`config.mk`:
```
export PLATFORM = sky130hd
export DESIGN_NAME = i2c_reg_slave
export DESIGN_NICKNAME = d
export VERILOG_FILES = /design/src/rtl/i2c_regport_pkg.sv /design/src/rtl/i2c_line_sampler.sv /design/src/rtl/i2c_reg_file.sv /design/src/rtl/i2c_reg_slave.sv
export SDC_FILE = /design/constraint.sdc
export NUM_CORES = 1
export LEC_CHECK = 0
export BUFFER_PORTS_ARGS = -buffer_cell sky130_fd_sc_hd__buf_2
export CAP_MARGIN = 20
export CORE_ASPECT_RATIO = 1.75
export CORE_MARGIN = 1
export CORE_UTILIZATION = 55
export DETAILED_ROUTE_END_ITERATION = 8
export PLACE_DENSITY = 0.71
export SKIP_CTS_REPAIR_TIMING = 1
export SYNTH_ARGS = -nofsm -noshare
export SYNTH_HDL_FRONTEND = slang
export SYNTH_SLANG_ARGS = --single-unit
```
`constraint.sdc`:
```
create_clock -name clk -period 5.4 [get_ports clk]
set_input_delay 0.81 -clock clk [delete_from_list [all_inputs] [get_ports clk]]
set_output_delay 0.81 -clock clk [all_outputs]
set_load 0.01 [all_outputs]
```
`src/rtl/i2c_regport_pkg.sv`:
```
package i2c_regport_pkg;
    timeunit 1ns;
    timeprecision 1ps;

    localparam int unsigned REGS_DEF  = 16;
    localparam int unsigned DATA_W    = 8;
    localparam int unsigned SYNC_DEF  = 2;
    localparam logic [5:0]  DEV_UPPER = 6'b001100;

    typedef enum logic [2:0] {
        ST_IDLE,
        ST_ADDR,
        ST_PTR,
        ST_WR,
        ST_RD,
        ST_SACK,
        ST_MACK
    } phase_e;

    typedef struct packed {
        logic scl;
        logic sda;
        logic rise;
        logic fall;
        logic start;
        logic stop;
    } line_ev_t;

    function automatic logic [6:0] dev_addr(input logic strap);
        return {DEV_UPPER, strap};
    endfunction

endpackage

```
`src/rtl/i2c_line_sampler.sv`:
```
module i2c_line_sampler
    import i2c_regport_pkg::*;
#(
    parameter int unsigned STAGES = SYNC_DEF
) (
    input  logic     clk,
    input  logic     rst,
    input  logic     scl_raw,
    input  logic     sda_raw,
    output line_ev_t ev
);
    timeunit 1ns;
    timeprecision 1ps;

    logic [STAGES-1:0] scl_q;
    logic [STAGES-1:0] sda_q;
    logic              scl_d;
    logic              sda_d;

    generate
        if (STAGES == 1) begin : g_one
            always_ff @(posedge clk) begin
                if (rst) begin
                    scl_q <= '1;
                    sda_q <= '1;
                end else begin
                    scl_q <= scl_raw;
                    sda_q <= sda_raw;
                end
            end
        end else begin : g_chain
            always_ff @(posedge clk) begin
                if (rst) begin
                    scl_q <= '1;
                    sda_q <= '1;
                end else begin
                    scl_q <= {scl_q[STAGES-2:0], scl_raw};
                    sda_q <= {sda_q[STAGES-2:0], sda_raw};
                end
            end
        end
    endgenerate

    always_ff @(posedge clk) begin
        if (rst) begin
            scl_d <= 1'b1;
            sda_d <= 1'b1;
        end else begin
            scl_d <= scl_q[STAGES-1];
            sda_d <= sda_q[STAGES-1];
        end
    end

    always_comb begin
        ev.scl   = scl_q[STAGES-1];
        ev.sda   = sda_q[STAGES-1];
        ev.rise  = ~scl_d & scl_q[STAGES-1];
        ev.fall  = scl_d & ~scl_q[STAGES-1];
        ev.start = scl_d & scl_q[STAGES-1] & sda_d & ~sda_q[STAGES-1];
        ev.stop  = scl_d & scl_q[STAGES-1] & ~sda_d & sda_q[STAGES-1];
    end

endmodule

```
`src/rtl/i2c_reg_file.sv`:
```
module i2c_reg_file
    import i2c_regport_pkg::*;
#(
    parameter int unsigned REGS = REGS_DEF,
    parameter int unsigned DW   = DATA_W,
    localparam int unsigned PW  = $clog2(REGS)
) (
    input  logic          clk,
    input  logic          rst,
    input  logic          wr_en,
    input  logic [PW-1:0] wr_ptr,
    input  logic [DW-1:0] wr_data,
    input  logic [PW-1:0] rd_ptr,
    output logic [DW-1:0] rd_data
);
    timeunit 1ns;
    timeprecision 1ps;

    logic [REGS-1:0][DW-1:0] bank;

    always_ff @(posedge clk) begin
        if (rst) begin
            bank <= '0;
        end else if (wr_en) begin
            for (int i = 0; i < int'(REGS); i++) begin
                if (wr_ptr == PW'(i)) bank[i] <= wr_data;
            end
        end
    end

    assign rd_data = bank[rd_ptr];

    AST_WRITE_LANDS: assert property (@(posedge clk) disable iff (rst)
        wr_en |=> bank[$past(wr_ptr)] == $past(wr_data));

endmodule

```
`src/rtl/i2c_reg_slave.sv`:
```
module i2c_reg_slave
    import i2c_regport_pkg::*;
#(
    parameter int unsigned REGS   = REGS_DEF,
    parameter int unsigned STAGES = SYNC_DEF
) (
    input  logic clk,
    input  logic rst,
    input  logic addr_sel,
    input  logic scl_in,
    input  logic sda_in,
    output logic sda_pull_low
);
    timeunit 1ns;
    timeprecision 1ps;

    localparam int unsigned PW    = $clog2(REGS);
    localparam int unsigned CNT_W = $clog2(DATA_W + 1);
    localparam logic [CNT_W-1:0] FULL = CNT_W'(DATA_W);

    line_ev_t            ev;
    phase_e              st;
    phase_e              st_after;
    logic [CNT_W-1:0]    cnt;
    logic [DATA_W-1:0]   shreg;
    logic [DATA_W-1:0]   txb;
    logic [PW-1:0]       ptr;
    logic                sda_oe;
    logic                mnack;
    logic                wr_en;
    logic                addr_hit;
    logic [DATA_W-1:0]   rd_data;

    i2c_line_sampler #(.STAGES(STAGES)) u_sampler (
        .clk     (clk),
        .rst     (rst),
        .scl_raw (scl_in),
        .sda_raw (sda_in),
        .ev      (ev)
    );

    i2c_reg_file #(.REGS(REGS), .DW(DATA_W)) u_bank (
        .clk     (clk),
        .rst     (rst),
        .wr_en   (wr_en),
        .wr_ptr  (ptr),
        .wr_data (shreg),
        .rd_ptr  (ptr),
        .rd_data (rd_data)
    );

    assign addr_hit = (shreg[7:1] == dev_addr(addr_sel));
    assign wr_en    = ev.fall && (st == ST_WR) && (cnt == FULL);

    always_ff @(posedge clk) begin
        if (rst) begin
            st       <= ST_IDLE;
            st_after <= ST_IDLE;
            cnt      <= '0;
            shreg    <= '0;
            txb      <= '0;
            ptr      <= '0;
            sda_oe   <= 1'b0;
            mnack    <= 1'b0;
        end else if (ev.start) begin
            st     <= ST_ADDR;
            cnt    <= '0;
            sda_oe <= 1'b0;
        end else if (ev.stop) begin
            st     <= ST_IDLE;
            sda_oe <= 1'b0;
        end else if (ev.rise) begin
            unique case (st)
                ST_ADDR, ST_PTR, ST_WR: begin
                    shreg <= {shreg[DATA_W-2:0], ev.sda};
                    cnt   <= cnt + 1'b1;
                end
                ST_RD:   cnt   <= cnt + 1'b1;
                ST_MACK: mnack <= ev.sda;
                default: ;
            endcase
        end else if (ev.fall) begin
            unique case (st)
                ST_ADDR: begin
                    if (cnt == FULL) begin
                        if (addr_hit) begin
                            st       <= ST_SACK;
                            sda_oe   <= 1'b1;
                            st_after <= shreg[0] ? ST_RD : ST_PTR;
                        end else begin
                            st <= ST_IDLE;
                        end
                    end
                end
                ST_PTR: begin
                    if (cnt == FULL) begin
                        ptr      <= shreg[PW-1:0];
                        st       <= ST_SACK;
                        sda_oe   <= 1'b1;
                        st_after <= ST_WR;
                    end
                end
                ST_WR: begin
                    if (cnt == FULL) begin
                        ptr      <= ptr + 1'b1;
                        st       <= ST_SACK;
                        sda_oe   <= 1'b1;
                        st_after <= ST_WR;
                    end
                end
                ST_SACK: begin
                    cnt <= '0;
                    if (st_after == ST_RD) begin
                        txb    <= rd_data;
                        ptr    <= ptr + 1'b1;
                        sda_oe <= ~rd_data[DATA_W-1];
                        st     <= ST_RD;
                    end else begin
                        sda_oe <= 1'b0;
                        st     <= st_after;
                    end
                end
                ST_RD: begin
                    if (cnt == FULL) begin
                        sda_oe <= 1'b0;
                        st     <= ST_MACK;
                    end else begin
                        txb    <= {txb[DATA_W-2:0], 1'b0};
                        sda_oe <= ~txb[DATA_W-2];
                    end
                end
                ST_MACK: begin
                    if (mnack) begin
                        st <= ST_IDLE;
                    end else begin
                        cnt    <= '0;
                        txb    <= rd_data;
                        ptr    <= ptr + 1'b1;
                        sda_oe <= ~rd_data[DATA_W-1];
                        st     <= ST_RD;
                    end
                end
                default: ;
            endcase
        end
    end

    assign sda_pull_low = sda_oe;

    AST_SDA_MOVES_SCL_LOW: assert property (@(posedge clk) disable iff (rst)
        (sda_oe != $past(sda_oe)) |-> !ev.scl);

    AST_STOP_RELEASES: assert property (@(posedge clk) disable iff (rst)
        ev.stop |=> !sda_oe);

    AST_NO_ACK_FOREIGN: assert property (@(posedge clk) disable iff (rst)
        (ev.fall && st == ST_ADDR && cnt == FULL && !addr_hit) |=> !sda_oe);

    AST_PTR_STEP: assert property (@(posedge clk) disable iff (rst)
        wr_en |=> ptr == $past(ptr) + PW'(1));

    AST_NACK_LETS_GO: assert property (@(posedge clk) disable iff (rst)
        (st == ST_MACK && ev.fall && mnack && !ev.start && !ev.stop) |=> (!sda_oe && st == ST_IDLE));

endmodule

```
==> results summary <==
The run finished with clean final reports. The fmax came out at 0.321 GHz. The congestion estimate from routability-driven global placement came to 0.873. The die covers 14400 um^2. The async set-or-reset flop fraction in the synthesized netlist came out at 0. TritonCTS built the clock tree. The dominant register cell in the synthesized netlist is dfxtp_1. The number of setup violations in the final report came out at 0. In this run, synthesis inferred 0 flip-flops with an integrated enable. The total area of multi-input combinational cells is 3970 um^2. The total nets after synthesis came out at 872. In this run the worst setup path begins at ptr[0]$_SDFFE_PP0P_. The total overflow reported by the global router came out at 0.

The clock sink total is roughly 170. For this configuration, the core starts out at a cell density of 0.567. The number of instances in the placed design is a little under 1000. The remaining number of nets flagged by the antenna check after routing came out at 0. The startpoint identified for the worst register-to-register timing path is ptr[0]$_SDFFE_PP0P_. The clock input transition at the sequential cells of the worst setup and hold paths came out at 0.06 ns. The count of fill cells added during filler insertion came out at 1151. The share of post-route cells with drive strength above 1 is 0.110. The share of total power dissipated in the clock network is 0.492.

The layout-stage area growth over the synthesis result is 7.81%. The maximum level of the CTS H-tree is 4. The mapped cell area is 7620 um^2. The number of diodes added for antenna fixing is 0.

In this run the tightest slew margin relative to its limit is 0.311. Of the synthesized area, sequential elements account for 0.433. The maximum number of buffers from clock root to sink came out at 2.

Buffers placed on the I/O ports in this run total 5. STA classifies the critical path startpoint as a flop. The slack of the worst reg-to-reg path is 2.29 ns. The area of the core is 13500 um^2. The power density over the cells is 301 nW/um^2. The register bit count reported by yosys is 165. The required time of the worst setup path is roughly 5.7 ns. The switching power came out at 515 uW. The internal power summed over all cells came out at around 2.0 mW. The endpoint identified for the worst register-to-register timing path is u_bank.bank[15]$_SDFFE_PP0P_. The width of the die is 91.0 um. The post-detailed-placement half-perimeter wirelength is 13300 um.

The clock latency reported for the late side of the worst-skew pair came out at between 0.4 and 0.5 ns. The number of global-route vias before repair came out at between 6000 and 7000. The length of the first detailed-routing pass in iterations is 7. The arrival time reported for the critical path endpoint came out at between 3 and 4 ns. The cell count of the worst reg-to-reg path came out at 6. After detailed routing, the number of vias per cell comes to about 6.3. The maximum number of pins on one net before global-route repair came out at 94. The synthesized instance count came out at 861. The total vias in the final route came out at 6356. The worst setup path is captured at a flop.

In this run the worst hold path is classified as flop to flop. The initial antenna violation count is 0. The tree is rooted in a clkbuf_16. In the routed design, unresolved DRC markers number 0. The count of final max-slew check failures is 0.

The vertical extent of the die is approximately 160 um. The total clock buffers created by CTS is 17. The cell count of the worst hold path is 1.

The number of warnings reported in the yosys synthesis log is 0. The wire length per cell after detailed routing came out at ~20 um. Dividing the final minimum period by the clock period gives 0.576. In this run the most critical hold path is launched from u_sampler.scl_q[0]$_SDFF_PP1_. The number of failing hold endpoints at the final stage is 0. The area taken by flip-flops and latches is 3300 um^2.

The static leakage power is 2.61 nW. The relative contribution of sequential cells to total power is 0.494. The logic gate share of total power came out at 0.015. The count of standard-cell rows came out at 56. The final routed wirelength across all metal layers is around 20000 um. The first-pass GRT wire length is 32500 um. The startpoint-to-endpoint class of the critical path is flop to flop. The number of different library cells in the post-synthesis netlist came out at 56.

The final worst clock skew came out at 0.00862 ns. VDD sags by at most 0.176 mV. The actual transition at the worst max-transition pin came out at 1.03 ns. The worst hold path terminates at u_sampler.scl_q[1]$_SDFF_PP1_. The number of cells in the finished layout apart from fillers came out at ~1000. Setup repair after global routing left no endpoint under its margin. In the final design database the tool counted 831 nets. The total routing resource utilization after global routing came out at 0.296. Pin placement for this block handled 6 I/O pins. The switching power share of the total came out at 0.208. Max-cap violations in this run came to 0. The synthesized area per cell came out at around 9 um^2.

Setup total negative slack on the finished layout was measured at 0 ns. The worst path in the final design needs a cycle of 3.11 ns, including I/O delays and setup. The DRC marker count from the first detailed-route iteration came out at 544. The top fanout value on the critical path came out at 29.
## worst max-delay path: stages (launching register included)
cell and delay [ns]:
dfxtp_2 0.95, buf_4 0.45, ha_1 0.25, nand4_4 0.36, nor3_4 0.59, mux2i_1 0.27, nor2_1 0.07
## layer usage
metal  part of all wire  up-vias  track usage
li1                   -     2974            -
met1               0.38     3084        0.330
met2               0.51      236        0.518
met3              0.048       62       0.0504
met4              0.060        0        0.194
met5                  0        -            0
## worst max-delay path by stage
stage | to | slack [ns]
after floorplan | u_bank.bank[0]$_SDFFE_PP0P_ | 3.36
after global placement | u_bank.bank[10]$_SDFFE_PP0P_ | 2.44
after detailed placement | u_bank.bank[12]$_SDFFE_PP0P_ | 2.32
after CTS | u_bank.bank[12]$_SDFFE_PP0P_ | 2.30
after global routing | u_bank.bank[12]$_SDFFE_PP0P_ | 2.04
final | u_bank.bank[15]$_SDFFE_PP0P_ | 2.29
## cell usage after synthesis (all sizes together), types with 2 or more instances
cell type	number	share of area
dfxtp	165	0.43
nand2	115	0.057
a21oi	112	0.074
o21ai	107	0.071
nor2	67	0.033
mux2i	59	0.077
clkbuf	56	0.028
mux4	24	0.071
buf	19	0.013
inv	12	0.0059
nand3	12	0.0079
nand2b	11	0.0090
a22oi	8	0.0079
a211oi	7	0.0069
nor3	7	0.011
o22ai	7	0.0057
a32o	6	0.0079
ha	6	0.0098
or2	6	0.0049
nor2b	5	0.0041
a31oi	4	0.0033
nand4	4	0.011
a311oi	3	0.0043
a31o	3	0.0034
mux2	3	0.0044
nor3b	3	0.0044
xnor2	3	0.0034
and2	2	0.0016
and4bb	2	0.0033
nand3b	2	0.0020
nor4	2	0.0016
o211a	2	0.0026
o211ai	2	0.0020
## registers in the layout (all words and copies together) (netlist names)
register         count
u_sampler.scl_d      1
txb                  7
u_sampler.sda_q      2
u_sampler.sda_d      1
shreg                8
st_after             3
st                   3
sda_pull_low         1
u_sampler.scl_q      2
cnt                  4
mnack                1
ptr                  4
u_bank.bank        128
## stage by stage
step / power (mW) / worst slack (ns) / cell area (um^2) / util / hold WS [ns]
floorplan: 1.28 / 3.36 / 7620 / - / 0.389
global placement: 1.29 / 2.44 / 7640 / 0.568 / 0.397
detailed placement: 1.29 / 2.32 / 7640 / 0.568 / 0.402
CTS: 2.48 / 2.30 / 8220 / 0.611 / 0.412
global route: 2.54 / 2.04 / 8220 / 0.611 / 0.429
finish: 2.48 / 2.29 / 8220 / 0.611 / 0.414
## logic make-up after synthesis
| family | Yosys count | share of synthesized area |
|---|---|---|
| flip-flops | 165 | 0.433 |
| AO/OA/AOI/OAI | 270 | 0.198 |
| AND/OR/NAND/NOR | 244 | 0.157 |
| adder cells (fa/ha/maj) | 6 | 0.00985 |
| XOR/XNOR | 3 | 0.00345 |
| buffers and inverters | 87 | 0.0463 |
| multiplexers | 86 | 0.153 |
## cell usage in the layout (no fill, tap or decap), types with 5 or more instances in the layout
master / netlist / final
mux2i_1: 59 / 59
nor2b_1: 5 / 5
nand2_1: 115 / 115
nand2b_1: 11 / 11
a21oi_1: 112 / 112
a22oi_1: 8 / 8
nand3_1: 12 / 12
dfxtp_1: 165 / 164
a32o_1: 6 / 6
clkbuf_16: 0 / 17
o21ai_0: 98 / 98
a211oi_1: 7 / 7
o22ai_1: 7 / 7
buf_4: 3 / 11
o21ai_1: 8 / 8
or2_2: 6 / 6
ha_1: 6 / 6
mux4_2: 24 / 24
nor2_1: 67 / 67
inv_1: 12 / 12
## power by group through the flow
stage	logic (mW)	registers [mW]	clock network [mW]
floorplan	0.0308	1.25	0
global placement	0.0348	1.25	0
detailed placement	0.0354	1.25	0
CTS	0.0354	1.22	1.23
global route	0.0390	1.22	1.28
finish	0.0361	1.22	1.22
## cell type report
type                    count  area share
repair buffers             15      0.0125
clock buffers              22      0.0553
inverters                  12     0.00548
clock inverters             8      0.0155
multi-input cells         609       0.483
flip-flops and latches    165       0.402
well taps                 174      0.0265
No activity file was read; power rests on OpenSTA's default activity.
